## src/rtl/fwd_pkg.sv

```systemverilog
package fwd_pkg;
  typedef enum logic [1:0] {
    FWD_RF  = 2'b00,
    FWD_MWB = 2'b01,
    FWD_EXM = 2'b10
  } fwd_sel_e;
endpackage

```

## src/rtl/fwd_hit.sv

```systemverilog
module fwd_hit #(
  parameter int AW = 5
) (
  input  logic [AW-1:0] src_i,
  input  logic          wen_i,
  input  logic [AW-1:0] rd_i,
  output logic          hit_o
);
  assign hit_o = wen_i && (rd_i != '0) && (rd_i == src_i);
endmodule

```

## src/rtl/fwd_pick.sv

```systemverilog
module fwd_pick #(
  parameter int AW = 5
) (
  input  logic [AW-1:0]      src_i,
  input  logic               exm_hit_i,
  input  logic               mwb_hit_i,
  output fwd_pkg::fwd_sel_e  sel_o
);
  import fwd_pkg::*;

  // younger result ranks first
  always_comb begin
    if (exm_hit_i)      sel_o = FWD_EXM;
    else if (mwb_hit_i) sel_o = FWD_MWB;
    else                sel_o = FWD_RF;
  end

  always_comb begin

    zero_src_chk: assert (src_i != '0 || sel_o == FWD_RF);
  end
endmodule

```

## src/rtl/fwd_opmux.sv

```systemverilog
module fwd_opmux #(
  parameter int DW = 32
) (
  input  logic [1:0]    sel_i,
  input  logic [DW-1:0] rf_i,
  input  logic [DW-1:0] exm_i,
  input  logic [DW-1:0] mwb_i,
  output logic [DW-1:0] op_o
);
  always_comb begin
    unique case (sel_i)
      2'b10:   op_o = exm_i;
      2'b01:   op_o = mwb_i;
      default: op_o = rf_i;
    endcase
  end
endmodule

```

## src/rtl/fwd_bypass_unit.sv

```systemverilog
module fwd_bypass_unit #(
  parameter int AW = 5,
  parameter int DW = 32
) (
  input  logic [AW-1:0] ex_rs_i,
  input  logic [AW-1:0] ex_rt_i,
  input  logic [DW-1:0] rf_a_i,
  input  logic [DW-1:0] rf_b_i,
  input  logic          exm_wen_i,
  input  logic [AW-1:0] exm_rd_i,
  input  logic [DW-1:0] exm_alu_i,
  input  logic          mwb_wen_i,
  input  logic [AW-1:0] mwb_rd_i,
  input  logic          mwb_ld_i,
  input  logic [DW-1:0] mwb_alu_i,
  input  logic [DW-1:0] mwb_load_i,
  output logic [1:0]    sel_a_o,
  output logic [1:0]    sel_b_o,
  output logic [DW-1:0] op_a_o,
  output logic [DW-1:0] op_b_o
);
  import fwd_pkg::*;

  localparam int NOPS = 2;

  logic [AW-1:0] src   [NOPS];
  logic [DW-1:0] rf_v  [NOPS];
  logic [1:0]    sel_v [NOPS];
  logic [DW-1:0] op_v  [NOPS];
  logic [DW-1:0] mwb_val;

  assign src[0]  = ex_rs_i;
  assign src[1]  = ex_rt_i;
  assign rf_v[0] = rf_a_i;
  assign rf_v[1] = rf_b_i;

  assign mwb_val = mwb_ld_i ? mwb_load_i : mwb_alu_i;

  for (genvar g = 0; g < NOPS; g++) begin : g_op
    logic     exm_hit, mwb_hit;
    fwd_sel_e sel;

    fwd_hit #(.AW(AW)) u_exm_hit (
      .src_i(src[g]), .wen_i(exm_wen_i), .rd_i(exm_rd_i), .hit_o(exm_hit)
    );
    fwd_hit #(.AW(AW)) u_mwb_hit (
      .src_i(src[g]), .wen_i(mwb_wen_i), .rd_i(mwb_rd_i), .hit_o(mwb_hit)
    );
    fwd_pick #(.AW(AW)) u_pick (
      .src_i(src[g]), .exm_hit_i(exm_hit), .mwb_hit_i(mwb_hit), .sel_o(sel)
    );
    assign sel_v[g] = sel;

    fwd_opmux #(.DW(DW)) u_mux (
      .sel_i(sel_v[g]), .rf_i(rf_v[g]), .exm_i(exm_alu_i),
      .mwb_i(mwb_val), .op_o(op_v[g])
    );

    always_comb begin

      exm_first_chk: assert (!exm_hit || sel_v[g] == 2'b10);

      no_wen_chk: assert (exm_wen_i || mwb_wen_i || sel_v[g] == 2'b00);

      sel_legal_chk: assert (sel_v[g] != 2'b11);

      exm_data_chk: assert (sel_v[g] != 2'b10 || op_v[g] == exm_alu_i);
    end
  end

  assign sel_a_o = sel_v[0];
  assign sel_b_o = sel_v[1];
  assign op_a_o  = op_v[0];
  assign op_b_o  = op_v[1];
endmodule

```

## config.mk

```make
export PLATFORM = sky130hd
export DESIGN_NAME = fwd_bypass_unit
export DESIGN_NICKNAME = d
export VERILOG_FILES = /design/src/rtl/fwd_pkg.sv /design/src/rtl/fwd_hit.sv /design/src/rtl/fwd_pick.sv /design/src/rtl/fwd_opmux.sv /design/src/rtl/fwd_bypass_unit.sv
export SDC_FILE = /design/constraint.sdc
export NUM_CORES = 1
export LEC_CHECK = 0
export BUFFER_PORTS_ARGS = -buffer_cell sky130_fd_sc_hd__buf_2
export CAP_MARGIN = 20
export CORE_MARGIN = 3
export CORE_UTILIZATION = 30
export DETAILED_ROUTE_END_ITERATION = 16
export PLACE_DENSITY = 0.64
export SLEW_MARGIN = 20
export SYNTH_ARGS = -nofsm -noshare
export SYNTH_HDL_FRONTEND = slang
export SYNTH_SLANG_ARGS = --single-unit
```

## constraint.sdc

```tcl
create_clock -name vclk -period 2.35
set_input_delay 0.47 -clock vclk [all_inputs]
set_output_delay 0.47 -clock vclk [all_outputs]
set_load 0.02 [all_outputs]
```

==> flow_metrics.py <==
metrics = {
    "run_status": {
        "status": "complete, but fails checks",
        "violations": "negative setup slack",
    },
    "global_route": {
        "track_usage": 0.257,
        "antenna_found_initial": 0,
        "grt_pass1_wl_um": 24300,
        "grt-ovfl-total": 0,
        "grt_pass1_vias": 4776,
        "grt_max_degree": 66,
    },
    "sta": {
        "tightest_slew_ns": 0.338,
        "setup_tns_ns": -14.99,
        "timing.final.ws_setup_ns": -0.279,
        "setup-violations-final": 67,
        "slew_viol_final": 0,
        "rsz0062_at_grt": "yes",
        "finalHoldViolCount": 0,
        "fmax_mhz": 380,
        "whs_ns": 1.34,
        "max_slew_margin": 0.774,
        "min_period_ns": 2.63,
        "fin_crit_sh": 1.12,
    },
    "floorplan": {
        "fp-row-count": 36,
        "die_h_um": 107,
        "floorplan.die_area_um2": 11500,
        "io_pins": 251,
        "initial_core_util": 0.312,
        "core-area_um2": 9860,
        "die_w_um": 107,
    },
    "placement": {
        "port_buffers": 251,
        "dpl-instance-area_um2": 5230,
        "dp.cells": 748,
        "dp_hpwl_um": 11300,
        "gp_congestion": 0.845,
    },
    "logic_synthesis": {
        "yosysUniqueCellTypes": 18,
        "syn_area_per_cell_um2": 7.67,
        "netlist_area_um2": 3080,
        "yosys_warnings": 0,
        "ys_seq_area_frac": 0,
        "synth_cells": 401,
        "synthesis.nets": 584,
    },
    "finish": {
        "seqCellArea_um2": 0,
        "seq_cells": 0,
        "final_net_count": 809,
        "clkbuf_count": 0,
        "multi_input_area_um2": 3510,
        "syn2layout_area_growth_pct": 96.5,
        "diodes": 0,
        "post-route-cell-area_um2": 6040,
        "final_cells": 757,
        "drive_gt1_frac": 0.679,
        "fill_cells": 807,
    },
    "routing": {
        "ant_nets": 0,
        "vias": 4689,
        "wl_um": 16100,
        "wl_per_cell_um": 21.2,
        "dr_wl_met3_um": 1460,
        "dr.pass1.iters": 5,
        "met1_length_um": 5940,
        "wl_met2_um": 8070,
        "drc": 0,
        "first_iter_violations": 203,
        "highest-signal-layer": "met4",
        "viasPerCell": 6.19,
    },
    "worst_setup_path": {
        "cp.required_ns": 1.88,
        "cp_max_fo": 58,
        "critical_path.endpoint_type": "output pin",
        "startpoint": "mwb_rd_i[0]",
        "startpoint_type": "input pin",
        "cp.arrival_ns": 2.16,
        "path_class": "input pin to output pin",
    },
    "worst_hold_path": {
        "hp-start": "exm_alu_i[9]",
        "hold_depth": 4,
        "worstHoldPathType": "input pin to output pin",
    },
    "power": {
        "power_leakage_uw": 0.00251,
        "irDropWorstVdd_v": 0.0000877,
        "powerDensity_nw_per_um2": 211,
        "finalPower_uw": 1270,
    },
    "job": {
        "maxCapViolCount": 0,
    },
}
## cell families (layout without fill, tap and decap cells)
group | after synthesis | count (layout) | synth area share
AO/OA/AOI/OAI | 130 | 130 | 0.382
AND/OR/NAND/NOR | 144 | 144 | 0.338
multiplexers | 32 | 32 | 0.104
buffers and inverters | 75 | 298 | 0.118
XOR/XNOR | 20 | 20 | 0.0570
## critical path, cell delays in order
cell     delay [ns]
buf_6          0.09
or4_4          0.52
o21a_4         0.24
buf_12         0.19
and4_4         0.20
o31ai_4        0.27
buf_6          0.16
## cell usage after synthesis
master,number,area (um2)
a31oi_1,64,400
and4_1,64,561
nand4_1,64,400
o31ai_2,56,701
clkbuf_1,50,188
mux2i_1,32,320
xor2_1,20,175
buf_1,9,33.8
buf_6,9,101
o31ai_1,8,60.1
nor2_1,6,22.5
buf_2,5,25.0
nor3_1,4,20.0
and3_1,2,12.5
buf_4,2,15.0
nand3_1,2,10.0
o21a_1,2,15.0
or4_1,2,15.0
## per-stage QoR
step,util,setup WS [ns]
final,0.613,-0.279
after global routing,0.613,-0.319
after CTS,0.594,-0.277
after detailed placement,0.530,-0.319
after global placement,0.530,-0.285
after floorplan,-,-0.0810
## cells in the final DEF, fill, tap and decap left out
master     synthesis  final
nand3_1            2      2
or4_4              0      1
nor3_2             0      4
nor2_4             0      6
buf_4              2     23
clkbuf_16          0      2
buf_12             0     14
buf_16             0      4
buf_8              0      1
and4_1            64     17
a31oi_1           64     64
mux2i_1           32     32
xor2_1            20     20
o21a_2             0      1
buf_2              5    179
and3_4             0      2
and4_4             0     47
or4_1              2      1
o31ai_2           56      1
o21a_4             0      1
buf_6              9     75
o31ai_4            0     63
nand4_1           64     64
## layer usage
layer	up-vias	global-route usage
met4	0	0.107
li1	2166	-
met1	2218	0.301
met2	256	0.452
met5	-	0
met3	49	0.0522
## repair_timing
action | 4_1_cts | 5_1_grt
pin swaps | 2 | 32
setup buffers | 2 | 1
gates resized for setup | 161 | 34
gates cloned | 4 | 2
hold buffers | 0 | 0
endpoints found under the setup margin | 67 | 68
## layout make-up
type,count,area share
tap,133,0.0275
timing repair buffer,298,0.392
multi-input combinational,326,0.581
## final timing paths
check,endpoint,slack (ns)
min,op_a_o[9],1.34
max,op_b_o[28],-0.28
## report_power, final
part           switching, uW  total, uW  leakage (uW)  internal (uW)
Sequential                 0          0             0              0
Combinational            688       1270       0.00251            585
Clock                      0          0             0              0
Total                    688       1270       0.00251            585
Power figures use the tool's default switching activity.
